<file path="src/rtl/nvm_pkg.sv">
package nvm_pkg;

    typedef enum logic [2:0] {
        OP_NONE   = 3'd0,
        OP_PROG   = 3'd1,
        OP_ERASE  = 3'd2,
        OP_VERIFY = 3'd3,
        OP_ABORT  = 3'd4,
        OP_MODIFY = 3'd5
    } nvm_op_e;

    localparam logic [2:0] SEL_DIV  = 3'd0;
    localparam logic [2:0] SEL_CTRL = 3'd1;
    localparam logic [2:0] SEL_STAT = 3'd2;
    localparam logic [2:0] SEL_ADDR = 3'd3;
    localparam logic [2:0] SEL_DATA = 3'd4;
    localparam logic [2:0] SEL_CMD  = 3'd5;

    localparam int STAT_LAUNCH = 0;
    localparam int STAT_ERRCLR = 1;
    localparam int CTRL_IE_EMPTY = 0;
    localparam int CTRL_IE_DONE  = 1;

endpackage

</file>
<file path="src/rtl/nvm_tick_gen.sv">
module nvm_tick_gen #(
    parameter int FLD_W   = 6,
    parameter int PRE_DIV = 8
) (
    input  logic             clk,
    input  logic             rst_n,
    input  logic             en,
    input  logic             clr,
    input  logic             pre_on,
    input  logic [FLD_W-1:0] fld,
    output logic             tick
);
    localparam int PRE_W = $clog2(PRE_DIV);
    localparam logic [PRE_W-1:0] PRE_LAST = PRE_W'(PRE_DIV - 1);

    typedef struct packed {
        logic [PRE_W-1:0] pre_cnt;
        logic [FLD_W-1:0] cnt;
    } tg_state_t;

    tg_state_t q, d;
    logic strobe;
    logic wrap;

    always_comb begin
        strobe = !pre_on || (q.pre_cnt == PRE_LAST);
        wrap   = (q.cnt >= fld);
        tick   = en && strobe && wrap;
        d = q;
        if (clr) begin
            d.pre_cnt = '0;
            d.cnt     = '0;
        end else if (en) begin
            if (pre_on)
                d.pre_cnt = (q.pre_cnt == PRE_LAST) ? '0 : q.pre_cnt + 1'b1;
            if (strobe)
                d.cnt = wrap ? '0 : q.cnt + 1'b1;
        end
    end

    always_ff @(posedge clk or negedge rst_n) begin
        if (!rst_n) q <= '0;
        else        q <= d;
    end

endmodule

</file>
<file path="src/rtl/nvm_op_engine.sv">
module nvm_op_engine
    import nvm_pkg::*;
#(
    parameter int ADDR_W   = 16,
    parameter int DATA_W   = 16,
    parameter int T_PROG   = 4,
    parameter int T_ERASE  = 20,
    parameter int T_VERIFY = 2
) (
    input  logic              clk,
    input  logic              rst_n,
    input  logic              tick,
    input  logic              start,
    input  nvm_op_e           start_op,
    input  logic [ADDR_W-1:0] start_addr,
    input  logic [DATA_W-1:0] start_data,
    input  logic              abort_req,
    output logic              busy,
    output nvm_op_e           op,
    output logic [ADDR_W-1:0] addr,
    output logic [DATA_W-1:0] data,
    output logic              abortable
);
    localparam int T_MAX = T_ERASE + T_PROG;
    localparam int CNT_W = $clog2(T_MAX + 1);

    typedef struct packed {
        logic              busy;
        nvm_op_e           op;
        logic [ADDR_W-1:0] addr;
        logic [DATA_W-1:0] data;
        logic [CNT_W-1:0]  rem;
    } eng_state_t;

    eng_state_t q, d;

    function automatic logic [CNT_W-1:0] op_ticks(input nvm_op_e o);
        case (o)
            OP_PROG:   op_ticks = CNT_W'(T_PROG);
            OP_ERASE:  op_ticks = CNT_W'(T_ERASE);
            OP_VERIFY: op_ticks = CNT_W'(T_VERIFY);
            OP_MODIFY: op_ticks = CNT_W'(T_MAX);
            default:   op_ticks = '0;
        endcase
    endfunction

    always_comb begin
        d = q;
        if (!q.busy) begin
            if (start) begin
                d.busy = 1'b1;
                d.op   = start_op;
                d.addr = start_addr;
                d.data = start_data;
                d.rem  = op_ticks(start_op);
            end
        end else if (tick) begin
            if (abort_req || q.rem <= 1) begin
                d.busy = 1'b0;
                d.rem  = '0;
            end else begin
                d.rem = q.rem - 1'b1;
            end
        end
    end

    always_ff @(posedge clk or negedge rst_n) begin
        if (!rst_n) begin
            q      <= '0;
            q.op   <= OP_NONE;
        end else begin
            q <= d;
        end
    end

    assign busy      = q.busy;
    assign op        = q.op;
    assign addr      = q.addr;
    assign data      = q.data;
    assign abortable = q.busy && (q.op == OP_ERASE || q.op == OP_MODIFY);

endmodule

</file>
<file path="src/rtl/nvm_cmd_ctrl.sv">
module nvm_cmd_ctrl
    import nvm_pkg::*;
#(
    parameter int BUS_W    = 16,
    parameter int ADDR_W   = 16,
    parameter int DATA_W   = 16,
    parameter int FLD_W    = 6,
    parameter int PRE_DIV  = 8,
    parameter int T_PROG   = 4,
    parameter int T_ERASE  = 20,
    parameter int T_VERIFY = 2
) (
    input  logic              clk,
    input  logic              rst_n,
    input  logic              wr_en,
    input  logic [2:0]        wr_sel,
    input  logic [BUS_W-1:0]  wr_data,
    output logic              tick,
    output logic              buf_empty,
    output logic              cmd_done,
    output logic              div_set,
    output logic              acc_err,
    output logic              irq_empty,
    output logic              irq_done,
    output logic              mem_busy,
    output logic [2:0]        mem_op,
    output logic [ADDR_W-1:0] mem_addr,
    output logic [DATA_W-1:0] mem_data
);
    typedef struct packed {
        logic              div_set;
        logic              pre;
        logic [FLD_W-1:0]  fld;
        logic              ie_empty;
        logic              ie_done;
        logic              buf_empty;
        logic              loaded;
        logic              acc_err;
        nvm_op_e           buf_op;
        logic [ADDR_W-1:0] buf_addr;
        logic [DATA_W-1:0] buf_data;
    } ctl_state_t;

    ctl_state_t q, d;

    logic       div_clr;
    logic       eng_start;
    logic       eng_busy;
    logic       eng_abortable;
    logic       abort_req;
    logic [7:0] opc;
    logic       opc_ok;
    nvm_op_e    eng_op;

    nvm_tick_gen #(
        .FLD_W   (FLD_W),
        .PRE_DIV (PRE_DIV)
    ) u_tick (
        .clk    (clk),
        .rst_n  (rst_n),
        .en     (q.div_set),
        .clr    (div_clr),
        .pre_on (q.pre),
        .fld    (q.fld),
        .tick   (tick)
    );

    nvm_op_engine #(
        .ADDR_W   (ADDR_W),
        .DATA_W   (DATA_W),
        .T_PROG   (T_PROG),
        .T_ERASE  (T_ERASE),
        .T_VERIFY (T_VERIFY)
    ) u_eng (
        .clk        (clk),
        .rst_n      (rst_n),
        .tick       (tick),
        .start      (eng_start),
        .start_op   (q.buf_op),
        .start_addr (q.buf_addr),
        .start_data (q.buf_data),
        .abort_req  (abort_req),
        .busy       (eng_busy),
        .op         (eng_op),
        .addr       (mem_addr),
        .data       (mem_data),
        .abortable  (eng_abortable)
    );

    assign abort_req = !q.buf_empty && (q.buf_op == OP_ABORT) && eng_abortable;

    always_comb begin
        d         = q;
        div_clr   = 1'b0;
        eng_start = 1'b0;
        opc       = wr_data[7:0];
        opc_ok    = (opc >= 8'd1) && (opc <= 8'd5);

        // bus side: loading, launching and configuration
        if (wr_en) begin
            case (wr_sel)
                SEL_DIV: begin
                    d.fld     = wr_data[FLD_W-1:0];
                    d.pre     = wr_data[FLD_W];
                    d.div_set = 1'b1;
                    div_clr   = 1'b1;
                end
                SEL_CTRL: begin
                    d.ie_empty = wr_data[CTRL_IE_EMPTY];
                    d.ie_done  = wr_data[CTRL_IE_DONE];
                end
                SEL_STAT: begin
                    if (wr_data[STAT_ERRCLR])
                        d.acc_err = 1'b0;
                    if (wr_data[STAT_LAUNCH] && q.buf_empty && q.loaded && !q.acc_err)
                        d.buf_empty = 1'b0;
                end
                SEL_ADDR: begin
                    if (!q.buf_empty) d.acc_err  = 1'b1;
                    else              d.buf_addr = wr_data[ADDR_W-1:0];
                end
                SEL_DATA: begin
                    if (!q.buf_empty) d.acc_err  = 1'b1;
                    else              d.buf_data = wr_data[DATA_W-1:0];
                end
                SEL_CMD: begin
                    if (!q.div_set || !q.buf_empty || !opc_ok) begin
                        d.acc_err = 1'b1;
                    end else begin
                        d.buf_op = nvm_op_e'(opc[2:0]);
                        d.loaded = 1'b1;
                    end
                end
                default: ;
            endcase
        end

        // executor side: hand the committed entry over or consume an abort
        if (!q.buf_empty) begin
            if (q.buf_op == OP_ABORT) begin
                if (!eng_busy || (eng_abortable && tick)) begin
                    d.buf_empty = 1'b1;
                    d.loaded    = 1'b0;
                end
            end else if (!eng_busy) begin
                eng_start   = 1'b1;
                d.buf_empty = 1'b1;
                d.loaded    = 1'b0;
            end
        end
    end

    always_ff @(posedge clk or negedge rst_n) begin
        if (!rst_n) begin
            q           <= '0;
            q.buf_empty <= 1'b1;
            q.buf_op    <= OP_NONE;
        end else begin
            q <= d;
        end
    end

    assign buf_empty = q.buf_empty;
    assign cmd_done  = q.buf_empty && !eng_busy;
    assign div_set   = q.div_set;
    assign acc_err   = q.acc_err;
    assign irq_empty = q.ie_empty && q.buf_empty;
    assign irq_done  = q.ie_done && cmd_done;
    assign mem_busy  = eng_busy;
    assign mem_op    = eng_op;

endmodule

</file>
<file path="config.mk">
export PLATFORM = sky130hd
export DESIGN_NAME = nvm_cmd_ctrl
export DESIGN_NICKNAME = d
export VERILOG_FILES = /design/src/rtl/nvm_pkg.sv /design/src/rtl/nvm_tick_gen.sv /design/src/rtl/nvm_op_engine.sv /design/src/rtl/nvm_cmd_ctrl.sv
export SDC_FILE = /design/constraint.sdc
export NUM_CORES = 1
export LEC_CHECK = 0
export ABC_AREA = 1
export BUFFER_PORTS_ARGS = -buffer_cell sky130_fd_sc_hd__clkbuf_2
export CORE_ASPECT_RATIO = 0.75
export CORE_MARGIN = 2
export CORE_UTILIZATION = 52
export CTS_CLUSTER_SIZE = 8
export DETAILED_ROUTE_END_ITERATION = 8
export PLACE_DENSITY = 0.85
export SLEW_MARGIN = 40
export SYNTH_ARGS = -nofsm -noshare
export SYNTH_HDL_FRONTEND = slang
export SYNTH_SLANG_ARGS = --single-unit
</file>
<file path="constraint.sdc">
create_clock -name clk -period 1.55 [get_ports clk]
set_input_delay 0 -clock clk [delete_from_list [all_inputs] [get_ports clk]]
set_output_delay 0 -clock clk [all_outputs]
set_load 0.03 [all_outputs]
</file>
==> out/summary.txt <==
status - finished with violations
failing checks - setup timing
IO Port Bufs - 64
GRT Resource Usage Total - 0.227
area of the multi-input gates - 0.00184 mm2
Initial Utilization - 0.532
CP startpoint - u_tick.q[2]
Num CTS Buffers - 9
setup ws final - -233 ps
first-pass GRT wire length - 17800 um
met3 routed WL - 665 um
die span in x - 115 um
CP arrival - 1780 ps
row count - 30
Yosys warning total - 0
total gr overflow - 0
Post-route DRC - 0
M1 WL - 4700 um
Die ar. - 0.00997 mm2
critical-path cell list - ha_1, nand2_1, nor2_2, nand2_2, buf_6, a21oi_4, buf_8
period utilization - 1.15
chip height - 87.0 um
clk buf depth - 2
Min Clock Period, post-route - 1780 ps
most common cell after layout, fill and taps aside - nand2_1
CTS tree - done
CTS H-tree lvls - 3
Synth cell types - 30
P&R area growth vs syn - 18.7%
Antenna diodes - 0
RSZ-0062 raised after global routing - true
DP Wirelength - 7090 um
Total Nets Final - 652
final wirelength - 11000 um
total power - 10900 uW
Core Region - 0.00897 mm2
1st-iter DRT viols - 344
number of global-route vias before repair - 3844
largest net degree at the start of global routing - 39
Hold Crit Start - wr_data[3]
Crit Path Class - register to primary output
Pwr Density - 1930 mW/mm2
cell area after layout - 0.00567 mm2
crit end category - primary output
Slew Limit Headroom - 0.701
worst path bufs/invs - 2
vias - 3911
DR vias/cell - 5.31
Reg clk slew, reported paths - 70 ps
IO Count - 65
initial antenna violation count - 0
Syn Inst Count - 560
Worst Max-Slew Pin Slew - 448 ps
placer congestion estimate - 0.914
Syn Area/Cell - 8.52 um2
Critical Path Start Type - register
VDD IR max - 784 uV
worst flop-to-flop path startpoint - q[44]
Synth Cell Area - 0.00477 mm2
Clock Latency Late Sink - 360 ps
layout cells sized above 1 - 0.252
fillers - 665
metal2 WL - 5360 um
Crit path max-delay family - flip-flops
max-cap violations - 0
achievable frequency - 561 MHz
top layer in use - met4
Seq/Total Area, Yosys - 0.514
crit path max fanout - 2
P_leak - 0.00302 uW
Post-DP Area - 0.00505 mm2
final setup violation count - 13
Critical Path RT - 1550 ps
clock sinks - 98
root buffer cell - clkbuf_16
CP peak stage delay - 430 ps
Slew Limit Fails - 0
DR pass1 iterations - 5
Final ANT Viol Nets - 0
flops & latches, synth - 98
most frequent cells in the layout - nand2_1, dfrtp_1, clkbuf_2
HP Class - input pin to register
final hold violations - 0
WL/cell - 14.9 um
Synth Net Count - 593
minimum hold slack - 14.8 ps
critical path's slowest cell - dfrtp_1
Setup Skew - 15.2 ps
Reg area - 0.00245 mm2
Place WS - -84.7 ps
[metal layers]
metal	vias to the layer above	GRT usage
li1	1843	-
met1	1889	0.293
met2	151	0.378
met3	28	0.0550
met4	0	0.0787
met5	-	0
[area by class of cell]
class | instances | area share
multi-input combinational | 354 | 0.325
sequential | 98 | 0.433
clock inverter | 7 | 0.0188
clock buffer | 9 | 0.0398
timing repair buffer | 99 | 0.121
tap | 112 | 0.0247
inverter | 57 | 0.0378
[power breakdown]
| group | internal (uW) | switching (uW) |
|---|---|---|
| clock | 1450 | 1040 |
| combinational | 1520 | 2850 |
| sequential | 3460 | 597 |
[final timing paths]
check	endpoint	cells past startpoint	slack [ps]
worst min register to register	u_eng.data[8]	2	470
max in group asynchronous	buf_empty	3	840
worst max register to register	u_eng.q[3]	10	-70
worst max-delay path	tick	7	-230
min in group asynchronous	u_eng.addr[9]	2	80
worst min-delay path	q[3]	3	10
[per-stage QoR]
stage | utilization | instances | setup TNS [ps]
4_1_cts | 0.619 | 732 | -913
3_5_place_dp | 0.563 | 702 | -486
2_1_floorplan | - | 560 | -28.2
3_3_place_gp | 0.563 | 702 | 0
5_1_grt | 0.632 | 736 | -2010
6_report | 0.632 | 736 | -768
[state kept, by name, summed over array words and instances (netlist names)]
name and cells:
q 45, u_eng.addr 16, u_eng.data 16, u_tick.q 9
u_eng.q 5, u_eng.op 3, acc_err 1, buf_empty 1
div_set 1, u_eng.busy 1
[kinds of logic (layout without fill, tap and decap cells)]
group | after synthesis | count (layout) | synth area share
adders and majority gates | 11 | 11 | 0.0288
AOI/OAI and AO/OA | 70 | 70 | 0.0857
and+or+nand+nor | 269 | 269 | 0.242
buffers and inverters | 108 | 172 | 0.122
xor gates and xnor gates | 4 | 4 | 0.00734
DFF | 98 | 98 | 0.514
[tightest hold or removal path: cells and delay by family]
kind	cells	cell delay [ps]
AOI/OAI and AO/OA	1	140
buffers and inverters	2	180
[Yosys cell counts, drive strengths merged]
master	n	area, um2
nand2	202	773
a21boi	1	7.51
and3	1	6.26
nor2	25	119
dfstp	1	26.3
nand3	29	155
buf	50	365
a21oi	12	67.6
nor3	5	25.0
nand4	6	67.6
xor2	2	17.5
o21ai	57	334
clkbuf	1	3.75
ha	11	138
inv	57	214
xnor2	2	17.5
nand3b	1	7.51
dfrtp	97	2430
[what timing repair did]
| action | CTS | global route |
|---|---|---|
| resized for setup | 8 | 22 |
| pin swaps | 1 | 7 |
| buffers inserted | 2 | 4 |
| endpoints found under the hold margin | 117 | 0 |
| hold buffers | 12 | 0 |
| endpoints found under the setup margin | 13 | 16 |
(Power assumes the default switching activity.)
